`src/rtl/mbd_pkg.sv`:
```
package mbd_pkg;

    localparam int WIN_OFF_W = 12;

    localparam logic [3:0]  WIN_LOW   = 4'hC;
    localparam logic [3:0]  WIN_UPPER = 4'hD;
    localparam logic [3:0]  WIN_ECHO  = 4'hE;
    localparam logic [15:0] BANK_REG  = 16'hFF70;
    localparam logic [15:0] BOOT_OFF  = 16'hFF50;
    localparam logic [15:0] HRAM_BASE = 16'hFF80;
    localparam logic [7:0]  BOOT_HOLE = 8'h01;

    typedef enum logic [2:0] {
        SRC_NONE,
        SRC_WRAM,
        SRC_BOOT,
        SRC_HRAM,
        SRC_BANK,
        SRC_EXT
    } src_e;

    typedef struct packed {
        logic       valid;
        logic [7:0] data;
    } rsp_t;

endpackage

```
`src/rtl/mbd_route.sv`:
```
module mbd_route #(
    parameter int BANK_SEL_W = 3,
    parameter int WRAM_AW    = 15,
    parameter int HRAM_BYTES = 127,
    parameter int HRAM_IW    = 7,
    parameter int BOOT_BYTES = 2304
) (
    input  logic [15:0]           addr,
    input  logic                  re,
    input  logic                  we,
    input  logic                  boot_on,
    input  logic [BANK_SEL_W-1:0] bank_sel,
    output mbd_pkg::src_e         src,
    output logic [WRAM_AW-1:0]    wram_off,
    output logic [HRAM_IW-1:0]    hram_idx,
    output logic                  bank_wr,
    output logic                  boot_clr
);
    import mbd_pkg::*;

    localparam logic [16:0] BOOT_END = 17'(BOOT_BYTES);
    localparam logic [16:0] HRAM_END = 17'(32'(HRAM_BASE) + HRAM_BYTES);

    logic [3:0] nib;
    logic       acc;
    logic       in_wram;
    logic       in_boot;
    logic       in_hram;

    always_comb begin
        nib      = addr[15:12];
        acc      = re | we;
        in_wram  = (nib == WIN_LOW) || (nib == WIN_UPPER) || (nib == WIN_ECHO);
        in_boot  = boot_on && ({1'b0, addr} < BOOT_END) && (addr[15:8] != BOOT_HOLE);
        in_hram  = (addr >= HRAM_BASE) && ({1'b0, addr} < HRAM_END);
        hram_idx = addr[HRAM_IW-1:0];
        bank_wr  = we && (addr == BANK_REG);
        boot_clr = we && (addr == BOOT_OFF);

        if (nib == WIN_UPPER) begin
            wram_off = {bank_sel, addr[WIN_OFF_W-1:0]};
        end else begin
            wram_off = {{BANK_SEL_W{1'b0}}, addr[WIN_OFF_W-1:0]};
        end

        if (!acc) begin
            src = SRC_NONE;
        end else if (in_wram) begin
            src = SRC_WRAM;
        end else if (addr == BANK_REG) begin
            src = SRC_BANK;
        end else if (boot_clr) begin
            src = SRC_NONE;
        end else if (in_hram) begin
            src = SRC_HRAM;
        end else if (in_boot && !we) begin
            src = SRC_BOOT;
        end else begin
            src = SRC_EXT;
        end
    end

endmodule

```
`src/rtl/mbd_ctrl.sv`:
```
module mbd_ctrl #(
    parameter int BANK_SEL_W = 3
) (
    input  logic                  clk,
    input  logic                  rst_n,
    input  logic                  mono_mode,
    input  logic                  bank_wr,
    input  logic [BANK_SEL_W-1:0] bank_wdata,
    input  logic                  boot_clr,
    output logic [BANK_SEL_W-1:0] bank_q,
    output logic [BANK_SEL_W-1:0] bank_eff,
    output logic                  boot_on
);
    localparam logic [BANK_SEL_W-1:0] BANK_ONE = BANK_SEL_W'(1);

    typedef struct packed {
        logic [BANK_SEL_W-1:0] bank;
        logic                  boot;
    } ctrl_t;

    ctrl_t st_d, st_q;

    always_comb begin
        st_d = st_q;
        if (bank_wr && !mono_mode) begin
            st_d.bank = (bank_wdata == '0) ? BANK_ONE : bank_wdata;
        end
        if (boot_clr) begin
            st_d.boot = 1'b0;
        end
    end

    always_ff @(posedge clk) begin
        if (!rst_n) begin
            st_q.bank <= BANK_ONE;
            st_q.boot <= 1'b1;
        end else begin
            st_q <= st_d;
        end
    end

    assign bank_q   = st_q.bank;
    assign bank_eff = mono_mode ? BANK_ONE : st_q.bank;
    assign boot_on  = st_q.boot;

endmodule

```
`src/rtl/mbd_hram.sv`:
```
module mbd_hram #(
    parameter int HRAM_BYTES = 127,
    parameter int HRAM_IW    = 7
) (
    input  logic               clk,
    input  logic               we,
    input  logic [HRAM_IW-1:0] idx,
    input  logic [7:0]         wdata,
    output logic [7:0]         rdata
);
    logic [7:0] mem_q [HRAM_BYTES];
    logic       hit;

    always_comb begin
        hit   = (32'(idx) < HRAM_BYTES);
        rdata = hit ? mem_q[idx] : 8'hFF;
    end

    always_ff @(posedge clk) begin
        if (we && hit) begin
            mem_q[idx] <= wdata;
        end
    end

endmodule

```
`src/rtl/membank_decoder.sv`:
```
module membank_decoder #(
    parameter int BANK_CNT   = 8,
    parameter int HRAM_BYTES = 127,
    parameter int BOOT_BYTES = 2304
) (
    input  logic        clk,
    input  logic        rst_n,
    input  logic        mono_mode,
    input  logic [15:0] cpu_addr,
    input  logic [7:0]  cpu_wdata,
    input  logic        cpu_re,
    input  logic        cpu_we,
    output logic [7:0]  rd_data,
    output logic        rd_valid,
    output logic [14:0] wram_addr,
    output logic [7:0]  wram_wdata,
    output logic        wram_re,
    output logic        wram_we,
    input  logic [7:0]  wram_rdata,
    output logic [11:0] boot_addr,
    output logic        boot_re,
    input  logic [7:0]  boot_rdata,
    output logic [15:0] ext_addr,
    output logic [7:0]  ext_wdata,
    output logic        ext_re,
    output logic        ext_we,
    input  logic [7:0]  ext_rdata
);
    import mbd_pkg::*;

    localparam int BANK_SEL_W = $clog2(BANK_CNT);
    localparam int WRAM_AW    = BANK_SEL_W + WIN_OFF_W;
    localparam int HRAM_IW    = $clog2(HRAM_BYTES + 1);

    src_e                  src;
    logic [WRAM_AW-1:0]    wram_off;
    logic [HRAM_IW-1:0]    hram_idx;
    logic                  bank_wr;
    logic                  boot_clr;
    logic [BANK_SEL_W-1:0] bank_q;
    logic [BANK_SEL_W-1:0] bank_eff;
    logic                  boot_on;
    logic [7:0]            hram_rdata;
    logic                  rd_req;

    assign rd_req = cpu_re && !cpu_we;

    mbd_route #(
        .BANK_SEL_W (BANK_SEL_W),
        .WRAM_AW    (WRAM_AW),
        .HRAM_BYTES (HRAM_BYTES),
        .HRAM_IW    (HRAM_IW),
        .BOOT_BYTES (BOOT_BYTES)
    ) u_route (
        .addr     (cpu_addr),
        .re       (cpu_re),
        .we       (cpu_we),
        .boot_on  (boot_on),
        .bank_sel (bank_eff),
        .src      (src),
        .wram_off (wram_off),
        .hram_idx (hram_idx),
        .bank_wr  (bank_wr),
        .boot_clr (boot_clr)
    );

    mbd_ctrl #(
        .BANK_SEL_W (BANK_SEL_W)
    ) u_ctrl (
        .clk        (clk),
        .rst_n      (rst_n),
        .mono_mode  (mono_mode),
        .bank_wr    (bank_wr),
        .bank_wdata (cpu_wdata[BANK_SEL_W-1:0]),
        .boot_clr   (boot_clr),
        .bank_q     (bank_q),
        .bank_eff   (bank_eff),
        .boot_on    (boot_on)
    );

    mbd_hram #(
        .HRAM_BYTES (HRAM_BYTES),
        .HRAM_IW    (HRAM_IW)
    ) u_hram (
        .clk   (clk),
        .we    (cpu_we && (src == SRC_HRAM)),
        .idx   (hram_idx),
        .wdata (cpu_wdata),
        .rdata (hram_rdata)
    );

    always_comb begin
        wram_addr  = 15'(wram_off);
        wram_wdata = cpu_wdata;
        wram_re    = rd_req && (src == SRC_WRAM);
        wram_we    = cpu_we && (src == SRC_WRAM);
        boot_addr  = cpu_addr[11:0];
        boot_re    = (src == SRC_BOOT);
        ext_addr   = cpu_addr;
        ext_wdata  = cpu_wdata;
        ext_re     = rd_req && (src == SRC_EXT);
        ext_we     = cpu_we && (src == SRC_EXT);
    end

    rsp_t rsp_d, rsp_q;

    always_comb begin
        rsp_d.valid = rd_req;
        unique case (src)
            SRC_WRAM: rsp_d.data = wram_rdata;
            SRC_BOOT: rsp_d.data = boot_rdata;
            SRC_HRAM: rsp_d.data = hram_rdata;
            SRC_BANK: rsp_d.data = {{(8-BANK_SEL_W){1'b1}}, bank_q};
            SRC_EXT:  rsp_d.data = ext_rdata;
            default:  rsp_d.data = 8'hFF;
        endcase
        if (!rd_req) begin
            rsp_d.data = rsp_q.data;
        end
    end

    always_ff @(posedge clk) begin
        if (!rst_n) begin
            rsp_q.valid <= 1'b0;
            rsp_q.data  <= 8'h00;
        end else begin
            rsp_q <= rsp_d;
        end
    end

    assign rd_data  = rsp_q.data;
    assign rd_valid = rsp_q.valid;

endmodule

```
`config.mk`:
```
export PLATFORM = sky130hd
export DESIGN_NAME = membank_decoder
export DESIGN_NICKNAME = d
export VERILOG_FILES = /design/src/rtl/mbd_pkg.sv /design/src/rtl/mbd_route.sv /design/src/rtl/mbd_ctrl.sv /design/src/rtl/mbd_hram.sv /design/src/rtl/membank_decoder.sv
export SDC_FILE = /design/constraint.sdc
export NUM_CORES = 1
export LEC_CHECK = 0
export ABC_AREA = 1
export BUFFER_PORTS_ARGS = -buffer_cell sky130_fd_sc_hd__buf_2
export CORE_UTILIZATION = 40
export DETAILED_ROUTE_END_ITERATION = 7
export GPL_ROUTABILITY_DRIVEN = 1
export PLACE_DENSITY = 0.56
export SLEW_MARGIN = 20
export SYNTH_ARGS = -nofsm -noshare
export SYNTH_HDL_FRONTEND = slang
export SYNTH_SLANG_ARGS = --single-unit
export TNS_END_PERCENT = 50
```
`constraint.sdc`:
```
create_clock -name clk -period 3.2 [get_ports clk]
set_input_delay 0.32 -clock clk [delete_from_list [all_inputs] [get_ports clk]]
set_output_delay 0.32 -clock clk [all_outputs]
set_load 0.02 [all_outputs]
```
==> flow_summary.json <==
{
  "cts_root_buffer": "clkbuf_16",
  "tightest_slew_ns": 0.8972,
  "reg2reg_depth": 10,
  "r2r_slack_ns": 0.54,
  "clock_sinks": 1029,
  "hpwl_microns": 73290,
  "cts_buffers": 107,
  "period_minus_slack_ns": 2.663,
  "hold_path.startpoint": "boot_rdata[6]",
  "status": "completed",
  "crit_required_ns": 3.59,
  "port-buffer-count": 125,
  "cts_tree": "done",
  "yosysTopAreaCellShare_pct": 69.17,
  "cts_hold_repair.buffers": 8,
  "pre_cts_slack_ns": 0.2085,
  "antenna_found_initial": 0,
  "yosysWarnings": 0,
  "powerDensity_mw_per_mm2": 572.8,
  "io_pins": 126,
  "synth-seq-cells": 1029,
  "peakVddDrop_uv": 459.4,
  "drive_above_1_share_pct": 11.71,
  "cp_slowest_cell": "buf_4",
  "final_cells": 6070,
  "finClkSkew_ns": 0.04412,
  "initial_utilization_pct": 40.41,
  "track_usage_pct": 22.43,
  "vias": 30635,
  "rsz0062_at_grt": "no",
  "cts-resized-gates": 0,
  "n_antenna_cell": 0,
  "wire_per_inst_microns": 20.70,
  "dpl_cell_area_sq_mm": 0.04740,
  "synthArstFlopShare_pct": 0,
  "worstPathArrival_ns": 3.05,
  "maxSlewHeadroom_pct": 40.19,
  "setup_viol": 0,
  "critPathCaptureType": "flop",
  "syn_to_final_growth_pct": 15.56,
  "remaining_drc_errors": 0,
  "comb_power_share_pct": 6.7,
  "setup_ws_ns": 0.5373,
  "synth_cells": 4322,
  "synth_area_sq_mm": 0.04411,
  "synth-edff-count": 1016,
  "ys_seq_area_share_pct": 69.76,
  "grt_pass1_wl_microns": 189200,
  "synth_common_cells": "2,397 x nand2_1, 1,016 x edfxtp_1, 218 x nor2_1, 170 x clkbuf_1, 128 x a21oi_1",
  "clkTransAtPathRegs_ns": 0.07,
  "max_stage_delay_ns": 0.37,
  "fin_nets": 4557,
  "synth.distinct_cells": 33,
  "swShare_pct": 23.31,
  "avgSynthCellArea_sq_um": 10.21,
  "hp-class": "input port to flop",
  "synth.most_common_cell": "nand2_1",
  "first_global_vias": 29545,
  "critPathTopFamily": "simple AND/OR/NAND/NOR gates",
  "post_cts_buffers": 0,
  "fmax_mhz": 375.6,
  "syn_nets": 4375,
  "cts_max_level": 3,
  "p_leak_nw": 20.59,
  "timing.rr.end": "u_hram.mem_q[37][7]",
  "cp-start-kind": "flop",
  "drtIter0Drc": 2879,
  "ys_top_cells_by_area": "edfxtp_1 69%, nand2_1 20%, nor2_1 1.9%, a21oi_1 1.5%, clkbuf_1 1.4%",
  "grt_max_degree": 142,
  "fp.dieH_microns": 334.1,
  "core_sq_mm": 0.1092,
  "synth_flop_cell": "edfxtp_1",
  "path_class": "flop to flop",
  "clockPowerShare_pct": 42.6,
  "insertion_delay_ns": 0.68,
  "cp_num_buf_inv": 3,
  "ant_nets": 0,
  "final_area_sq_mm": 0.05097,
  "r2r-start": "u_ctrl.boot_on",
  "maxCapViolations": 0,
  "gr-total-overflow": 0,
  "clk_path_buf_depth": 3,
  "crit_path_cell_trace": "nor3b_2 > nand2_1 > nand2_1 > nand2_2 > nor3_4 > buf_12 > nand4_4 > buf_4 > nor2_1 > buf_4",
  "fin_crit_sh_pct": 83.21,
  "setup_tns_ns": 0,
  "routed_wl_microns": 125700,
  "worst-path-max-fanout": 8,
  "min_to": "rd_data[6]",
  "vias_per_cell": 5.047,
  "nFillCells": 10129,
  "dp.cells": 5863,
  "rows": 121,
  "die_w_microns": 334.1,
  "min_delay_path_depth": 5,
  "slew_viol_final": 0,
  "yosysTopAreaCell": "edfxtp_1",
  "hold_viol_final": 0,
  "gp_congestion": 0.8505,
  "drt-pass1-iter-count": 6,
  "die-area_sq_mm": 0.1116,
  "p_int_mw": 22.39,
  "p_switching_mw": 6.808,
  "seqPwrFrac_pct": 50.7
}
## kinds of logic after synthesis
kind of cell | share of synthesized area, %
simple gates | 24.45
flops | 69.76
buf+inv | 3.404
compound gates | 2.391
## worst max path at each step
stage	start	to	cells past startpoint
6_report	u_ctrl.boot_on	u_hram.mem_q[37][7]	10
5_1_grt	u_ctrl.boot_on	u_hram.mem_q[37][5]	10
4_1_cts	u_ctrl.boot_on	u_hram.mem_q[37][7]	10
3_5_place_dp	cpu_addr[10]	u_hram.mem_q[37][1]	13
3_3_place_gp	cpu_addr[10]	u_hram.mem_q[37][1]	13
2_1_floorplan	cpu_addr[2]	u_hram.mem_q[58][0]	11
## layer usage
layer  vias to the layer above  track usage [%]  wire, microns
met3                       182            3.015           7639
met5                         -                0              0
met4                         0            6.149           3151
li1                      14609                -              -
met1                     14862            31.74          56140
met2                       982            36.21          58730
## through the flow
| stage | hold slack [ns] | util [%] | power, mW |
|---|---|---|---|
| after floorplan | 0.4089 | - | 16.14 |
| after global placement | 0.4310 | 43.42 | 17.03 |
| after detailed placement | 0.4358 | 43.42 | 17.03 |
| after CTS | 0.006723 | 46.70 | 29.39 |
| after global routing | 0.03188 | 46.70 | 30.07 |
| final | 0.04013 | 46.70 | 29.20 |
## placed cells by master, fill, tap and decap left out, types with 26 or more instances in the layout
cell type | synthesis | layout
clkinv_2 | 0 | 26
clkbuf_16 | 0 | 108
buf_12 | 0 | 32
nand4_1 | 59 | 59
nand2_1 | 2397 | 2397
inv_1 | 37 | 37
nand3_1 | 53 | 53
nor2_1 | 218 | 215
o21ai_0 | 78 | 78
edfxtp_1 | 1016 | 1016
a21oi_1 | 128 | 128
buf_4 | 59 | 197
buf_2 | 20 | 114
## final cells by class
type,instances,area [sq um],share of cell area [%]
sequential,1029,30770,60.36
multi-input combinational,2966,11860,23.26
timing repair buffer,354,2810,5.513
clock buffer,125,2776,5.447
tap,1476,1847,3.623
clock inverter,74,716.9,1.406
inverter,46,198.9,0.3903
## power groups by stage
stage	combinational, mW	sequential [mW]	clock, mW
CTS	1.95	14.8	12.6
floorplan	1.03	15.1	0
global route	2.13	14.8	13.1
finish	1.95	14.8	12.4
detailed placement	1.94	15.1	0
global placement	1.94	15.1	0
## state kept, by name, summed over array words and instances (netlist names)
name / count
rd_valid: 1
u_hram.mem_q: 1016
rd_data: 8
u_ctrl.boot_on: 1
u_ctrl.bank_q: 3
## worst reg2reg max path: stages (launching register included)
cell	delay (ns)
dfxtp_1	0.32
nor3b_2	0.14
nand2_1	0.13
nand2_1	0.13
nand2_2	0.10
nor3_4	0.21
buf_12	0.19
nand4_4	0.29
buf_4	0.38
nor2_1	0.25
buf_4	0.22
Note: power is estimated with default switching activity, not from simulation.
